`config.mk`:
```
export PLATFORM = sky130hd
export DESIGN_NAME = dbs_xfer_ctrl
export DESIGN_NICKNAME = d
export VERILOG_FILES = /design/src/rtl/dbs_xfer_pkg.sv /design/src/rtl/dbs_size_enc.sv /design/src/rtl/dbs_step_calc.sv /design/src/rtl/dbs_lane_steer.sv /design/src/rtl/dbs_xfer_ctrl.sv
export SDC_FILE = /design/constraint.sdc
export NUM_CORES = 1
export LEC_CHECK = 0
export CORE_ASPECT_RATIO = 1.2
export CORE_MARGIN = 2
export CORE_UTILIZATION = 50
export DETAILED_ROUTE_END_ITERATION = 10
export PLACE_DENSITY = 0.85
export SLEW_MARGIN = 10
export SYNTH_ARGS = -nofsm -noshare
export SYNTH_HDL_FRONTEND = slang
export SYNTH_HIERARCHICAL = 1
export SYNTH_SLANG_ARGS = --single-unit
```
`constraint.sdc`:
```
create_clock -name clk -period 4.3 [get_ports clk]
set_input_delay 0.645 -clock clk [delete_from_list [all_inputs] [get_ports clk]]
set_output_delay 0.645 -clock clk [all_outputs]
set_load 0.1 [all_outputs]
```
`src/rtl/dbs_xfer_pkg.sv`:
```
package dbs_xfer_pkg;
  typedef enum logic {ST_IDLE = 1'b0, ST_BUS = 1'b1} xfer_state_t;
  localparam logic [1:0] ACK_HOLD  = 2'b11;
  localparam logic [1:0] ACK_NARROW = 2'b10;
  localparam int MAX_BYTES = 4;
  localparam int PORT_LANES = 2;
endpackage

```
`src/rtl/dbs_size_enc.sv`:
```
module dbs_size_enc (
  input  logic [2:0] left_cnt,
  output logic [1:0] siz_code
);
  always_comb begin
    case (left_cnt)
      3'd4:    siz_code = 2'b00;
      3'd3:    siz_code = 2'b11;
      3'd2:    siz_code = 2'b10;
      3'd1:    siz_code = 2'b01;
      default: siz_code = 2'b00;
    endcase
  end
endmodule

```
`src/rtl/dbs_step_calc.sv`:
```
module dbs_step_calc
  import dbs_xfer_pkg::*;
(
  input  logic [1:0] ack_code,
  input  logic [2:0] left_cnt,
  output logic       advance,
  output logic [1:0] step
);
  always_comb begin
    advance = (ack_code != ACK_HOLD);
    if (ack_code == ACK_HOLD)        step = 2'd0;
    else if (ack_code == ACK_NARROW) step = 2'd1;
    else if (left_cnt >= 3'd2)       step = 2'd2;
    else                             step = 2'd1;
  end
endmodule

```
`src/rtl/dbs_lane_steer.sv`:
```
module dbs_lane_steer
  import dbs_xfer_pkg::*;
#(
  parameter int LANE_W = 8,
  localparam int DW = MAX_BYTES * LANE_W,
  localparam int PW = PORT_LANES * LANE_W
) (
  input  logic [DW-1:0] wbuf,
  input  logic [DW-1:0] rbuf,
  input  logic [1:0]    pos,
  input  logic [1:0]    step,
  input  logic [PW-1:0] port_rd,
  output logic [PW-1:0] port_wr,
  output logic [DW-1:0] rbuf_next
);
  logic [2:0] pos_nx;
  assign pos_nx = {1'b0, pos} + 3'd1;

  always_comb begin
    port_wr = '0;
    port_wr[LANE_W-1:0] = wbuf[pos*LANE_W +: LANE_W];
    if (pos_nx < 3'(MAX_BYTES))
      port_wr[PW-1:LANE_W] = wbuf[pos_nx[1:0]*LANE_W +: LANE_W];
  end

  for (genvar j = 0; j < MAX_BYTES; j++) begin : g_gather
    always_comb begin
      if (step != 2'd0 && pos == 2'(j))
        rbuf_next[j*LANE_W +: LANE_W] = port_rd[LANE_W-1:0];
      else if (step == 2'd2 && pos_nx == 3'(j))
        rbuf_next[j*LANE_W +: LANE_W] = port_rd[PW-1:LANE_W];
      else
        rbuf_next[j*LANE_W +: LANE_W] = rbuf[j*LANE_W +: LANE_W];
    end
  end
endmodule

```
`src/rtl/dbs_xfer_ctrl.sv`:
```
module dbs_xfer_ctrl
  import dbs_xfer_pkg::*;
#(
  parameter int ADDR_W = 32
) (
  input  logic              clk,
  input  logic              rst_n,
  input  logic              req_valid,
  output logic              req_ready,
  input  logic              req_write,
  input  logic [ADDR_W-1:0] req_addr,
  input  logic [1:0]        req_len,
  input  logic [31:0]       req_wdata,
  output logic              done,
  output logic [31:0]       rd_data,
  output logic              bus_cyc,
  output logic              bus_we,
  output logic [ADDR_W-1:0] bus_addr,
  output logic [1:0]        bus_siz,
  output logic [15:0]       bus_wdata,
  input  logic [1:0]        bus_ack,
  input  logic [15:0]       bus_rdata
);
  localparam int LANE_W = 8;

  xfer_state_t       state;
  logic [2:0]        left_cnt;
  logic [1:0]        pos;
  logic [ADDR_W-1:0] cur_addr;
  logic              is_wr;
  logic [31:0]       wbuf;
  logic [31:0]       rbuf;
  logic [31:0]       rbuf_next;
  logic [15:0]       lanes_out;
  logic [1:0]        siz_raw;
  logic [1:0]        step;
  logic              advance;
  logic              busy;

  assign busy = (state == ST_BUS);

  dbs_size_enc u_enc (.left_cnt(left_cnt), .siz_code(siz_raw));

  dbs_step_calc u_step (
    .ack_code(bus_ack), .left_cnt(left_cnt), .advance(advance), .step(step)
  );

  dbs_lane_steer #(.LANE_W(LANE_W)) u_lanes (
    .wbuf(wbuf), .rbuf(rbuf), .pos(pos), .step(step),
    .port_rd(bus_rdata), .port_wr(lanes_out), .rbuf_next(rbuf_next)
  );

  always_ff @(posedge clk or negedge rst_n) begin
    if (!rst_n) begin
      state    <= ST_IDLE;
      left_cnt <= '0;
      pos      <= '0;
      cur_addr <= '0;
      is_wr    <= 1'b0;
      wbuf     <= '0;
      rbuf     <= '0;
      done     <= 1'b0;
    end else begin
      done <= 1'b0;
      if (!busy) begin
        if (req_valid) begin
          state    <= ST_BUS;
          left_cnt <= {1'b0, req_len} + 3'd1;
          pos      <= '0;
          cur_addr <= req_addr;
          is_wr    <= req_write;
          wbuf     <= req_wdata;
          rbuf     <= '0;
        end
      end else if (advance) begin
        left_cnt <= left_cnt - {1'b0, step};
        pos      <= pos + step;
        cur_addr <= cur_addr + ADDR_W'(step);
        if (!is_wr) rbuf <= rbuf_next;
        if (left_cnt == {1'b0, step}) begin
          state <= ST_IDLE;
          done  <= 1'b1;
        end
      end
    end
  end

  assign req_ready = !busy;
  assign bus_cyc   = busy;
  assign bus_we    = busy && is_wr;
  assign bus_addr  = cur_addr;
  assign bus_siz   = busy ? siz_raw : 2'b00;
  assign bus_wdata = (busy && is_wr) ? lanes_out : 16'h0000;
  assign rd_data   = rbuf;
endmodule

```
==> reports/results.txt <==
The run finished with clean final reports. The first global-routing pass estimated 28.92 mm of wire. The cell family with the largest share of critical-path delay was adder cells. Post-CTS setup repair buffer count: 0. The synthesized netlist occupies a cell area of 6519 sq um.

For this run, the slowest stage of the critical path takes 0.60 ns. Kind of launch point of the worst setup path: a flip-flop. The transition time of the tightest slew-check pin was 1.035 ns; the initial standard-cell utilization of the core was 0.5146.

The detailed router placed 5993 vias in this run. Summed over all failing endpoints, the final setup total negative slack is 0 ns. The floorplan step set the die width to 108.2 um.

The total met3 wirelength after detailed routing came out at 870 um. For this block, wires on met1 add up to 7.358 mm. The first TritonRoute pass finished after 4 iterations.

By startpoint and endpoint, the worst setup path is classified as flip-flop to primary output. The biggest area consumer among synthesized cells was sky130_fd_sc_hd__dfrtp_1. The count of nets left with antenna violations once routing finished came out at 0. In the routed design, unresolved DRC markers number 0. TritonCTS built the clock tree.

For this design, the CTS-stage hold fixing added 0 buffers. The H-tree generated during clock tree synthesis spans 3 levels. In this run, placement finished with an instance count of 1047.

The share of flip-flops with an asynchronous set or reset after synthesis works out to 1.000. The worst hold-check path type was input pin to async pin. The run gives 0.3992 as the sequential cell area fraction in the yosys report. The tools report the worst setup timing slack at the placement stage as 0.6992 ns.

Synthesis produced a netlist with a net count of 852. The critical path contains buffers and inverters numbering 3 combined. Using the TritonRoute via totals, the vias-per-cell ratio works out to 5.648. Clock-pin slew was measured on the worst setup and hold paths at 0.07 ns. The wire length reported by the detailed router was 17.92 mm. In the final routed layout, each cell accounts on average for 16.89 um. The cell chosen for the clock root is sky130_fd_sc_hd__clkbuf_16.

The number of clock buffers added by TritonCTS is 9. Entering global routing, the biggest net connects 66 pins. The overall global routing resource usage is 0.2638. Sorting the synthesized cells by area gives the leading types as sky130_fd_sc_hd__dfrtp_1 40%, sky130_fd_sc_hd__nand2_1 11%, sky130_fd_sc_hd__mux2i_1 5.8%. Worst max-slew margin expressed relative to the limit: 0.3077. The synthesized design contains 0 enable-type register cells. For the number of standard cells after synthesis, the log shows 748. Post-detailed-placement half-perimeter wirelength: 12.82 mm.

Excluding fillers, the count of instances in the completed layout stands at 1061. The run gives 0.34 ns as the clock insertion delay at the later pin of the skew report. The synthesized design contains 104 register bits. The tools report the endpoint type of the worst setup path as a primary output. Walking the worst path, the cells encountered are buf_4 -> inv_1 -> ha_1 -> mux4_2 -> nor2b_1 -> and3_1 -> buf_12. The tools report the number of global-route vias before repair as 5842.

The top layer reached by signal wires was met4. By count the netlist is led by 187 x sky130_fd_sc_hd__nand2_1, 104 x sky130_fd_sc_hd__dfrtp_1, 57 x sky130_fd_sc_hd__a21oi_1. The count of synthesis-stage warnings from yosys is 6. Setup violations remaining at the end of the flow were counted as 0.

Row generation in the floorplan step produced 45 rows. Worst clock skew: 0.007315 ns. Derived from the worst setup path, the maximum achievable clock frequency is 291.6 MHz. For this run, the post-layout net count is 998. Setup slack on the critical path of the routed design comes to 0.8701 ns. The floorplan step defined a die boundary enclosing 13970 sq um. The run gives 375 as the number of violations reported at the end of detailed-routing iteration 0. Relative to the synthesized area, the layout overhead comes to 32.96%. Summed over all nets, wire length on met2 after detailed routing comes to 8.989 mm. Mean cell area of the mapped netlist: 8.715 sq um.

The tools report the area of the placeable core as 12670 sq um. Number of hold violations in the final report: 0. The repair_antennas step left the layout with diodes totalling 0.

Port buffering added 173 buffers. The number of unique standard cell types used by synthesis was 58. Data on the critical path arrives at its endpoint at 2.78 ns. The chip height works out to 129.1 um. The clock passes through at most 2 buffers.

The final max-slew violation count is 0. The cell with the largest stage delay on the worst path is sky130_fd_sc_hd__ha_1. Post-route clock period utilization: 0.7976. After global routing the overflow that remains totals 0.

The tool flagged a number of max-cap violations equal to 0. The count of cells resized by post-cts repair is 0, and the number of antenna violations at the first check in global routing is 0. The required time of the critical path is 3.65 ns.

Most frequent cell after synthesis: sky130_fd_sc_hd__nand2_1. The worst path in the final design needs a cycle of 3.430 ns, including I/O delays and setup. Routability-driven placement finished with a final weighted congestion of 0.8396. Setup repair after global routing left no endpoint under its margin.

The clock drives 104 sinks. Maximum fanout along the worst path: 15. The share of the synthesized area in the top cell type is 0.3992, and the number of top-level design ports is 174. For this run, the leading register cell type out of synthesis is sky130_fd_sc_hd__dfrtp_1.

The share of layout cells above drive strength 1 works out to 0.08696.
-- cell usage in the layout, fill, tap and decap left out, types with 2 or more instances in the layout --
cell	n
sky130_fd_sc_hd__a211oi_1	20
sky130_fd_sc_hd__a21oi_1	57
sky130_fd_sc_hd__a311oi_1	2
sky130_fd_sc_hd__a31oi_1	4
sky130_fd_sc_hd__and2_1	3
sky130_fd_sc_hd__and3_1	21
sky130_fd_sc_hd__and4_1	2
sky130_fd_sc_hd__buf_12	8
sky130_fd_sc_hd__buf_4	22
sky130_fd_sc_hd__clkbuf_16	9
sky130_fd_sc_hd__clkdlybuf4s50_1	154
sky130_fd_sc_hd__dfrtp_1	103
sky130_fd_sc_hd__fa_1	2
sky130_fd_sc_hd__ha_1	14
sky130_fd_sc_hd__inv_1	12
sky130_fd_sc_hd__mux2i_1	38
sky130_fd_sc_hd__mux4_2	16
sky130_fd_sc_hd__nand2_1	187
sky130_fd_sc_hd__nand3_1	13
sky130_fd_sc_hd__nand3b_1	3
sky130_fd_sc_hd__nand4_1	8
sky130_fd_sc_hd__nor2_1	49
sky130_fd_sc_hd__nor2b_1	31
sky130_fd_sc_hd__nor3_1	9
sky130_fd_sc_hd__nor4_4	2
sky130_fd_sc_hd__o211a_1	3
sky130_fd_sc_hd__o21ai_0	41
sky130_fd_sc_hd__o21ai_2	4
sky130_fd_sc_hd__o31ai_1	2
sky130_fd_sc_hd__xnor2_1	11
sky130_fd_sc_hd__xor2_1	13
-- through the flow --
| step | hold WS (ns) | util | area, sq um |
|---|---|---|---|
| final | 0.3379 | 0.6841 | 8667 |
| after global placement | 0.4713 | 0.6615 | 8381 |
| after detailed placement | 0.4864 | 0.6615 | 8381 |
| after CTS | 0.3606 | 0.6841 | 8667 |
| after global routing | 0.4018 | 0.6841 | 8667 |
| after floorplan | 0.3494 | - | 6519 |
-- final timing paths --
path / start / cells after the start / slack [ns] / endpoint
hold reg to reg: wbuf[31] / 2 / 0.50 / wbuf[31]
setup reg to reg: left_cnt[2] / 10 / 1.32 / bus_addr[12]
setup / recovery: pos[1] / 7 / 0.87 / bus_wdata[14]
min in group clk: wbuf[31] / 2 / 0.50 / wbuf[31]
max in group asynchronous: rst_n / 2 / 3.07 / bus_cyc
hold / removal: rst_n / 1 / 0.34 / rd_data[10]
-- final cells by class --
cell class,instances,area (sq um)
Fill cell,1002,4001
Multi-Input combinational cell,582,3652
Sequential cell,104,2606
Timing Repair Buffer,185,1872
Clock buffer,11,242.7
Tap cell,164,205.2
Inverter,12,45.04
Clock inverter,3,43.79
-- sequential cells by signal (all words and copies together), names as in the netlist --
register and count:
done 1, rd_data 32, wbuf 32, bus_addr 32, bus_cyc 1, is_wr 1
left_cnt 3, pos 2
-- cells by family after synthesis --
| group | after synthesis | synth area share |
|---|---|---|
| adders and majority gates | 16 | 0.03301 |
| AOI/OAI and AO/OA | 142 | 0.1303 |
| DFF | 104 | 0.3992 |
| muxes | 55 | 0.1154 |
| and+or+nand+nor | 345 | 0.2489 |
| buffers and inverters | 62 | 0.04088 |
| xor gates and xnor gates | 24 | 0.03225 |
-- layer usage --
metal | up-vias | track usage
met5 | - | 0
met4 | 0 | 0.1350
met3 | 44 | 0.03370
met2 | 208 | 0.4565
met1 | 2863 | 0.3232
li1 | 2878 | -
-- worst register-to-register path, delay by kind of cell, from the launching register on --
family | cells | cell delay (ns)
AOI/OAI and AO/OA | 2 | 0.37
xor gates and xnor gates | 1 | 0.16
adders and majority gates | 2 | 0.66
buffers and inverters | 2 | 0.24
DFF | 1 | 0.47
and+or+nand+nor | 3 | 0.95
Power is not shown: default switching activity piles up to over one toggle a cycle in this logic, so the estimate is an artifact.
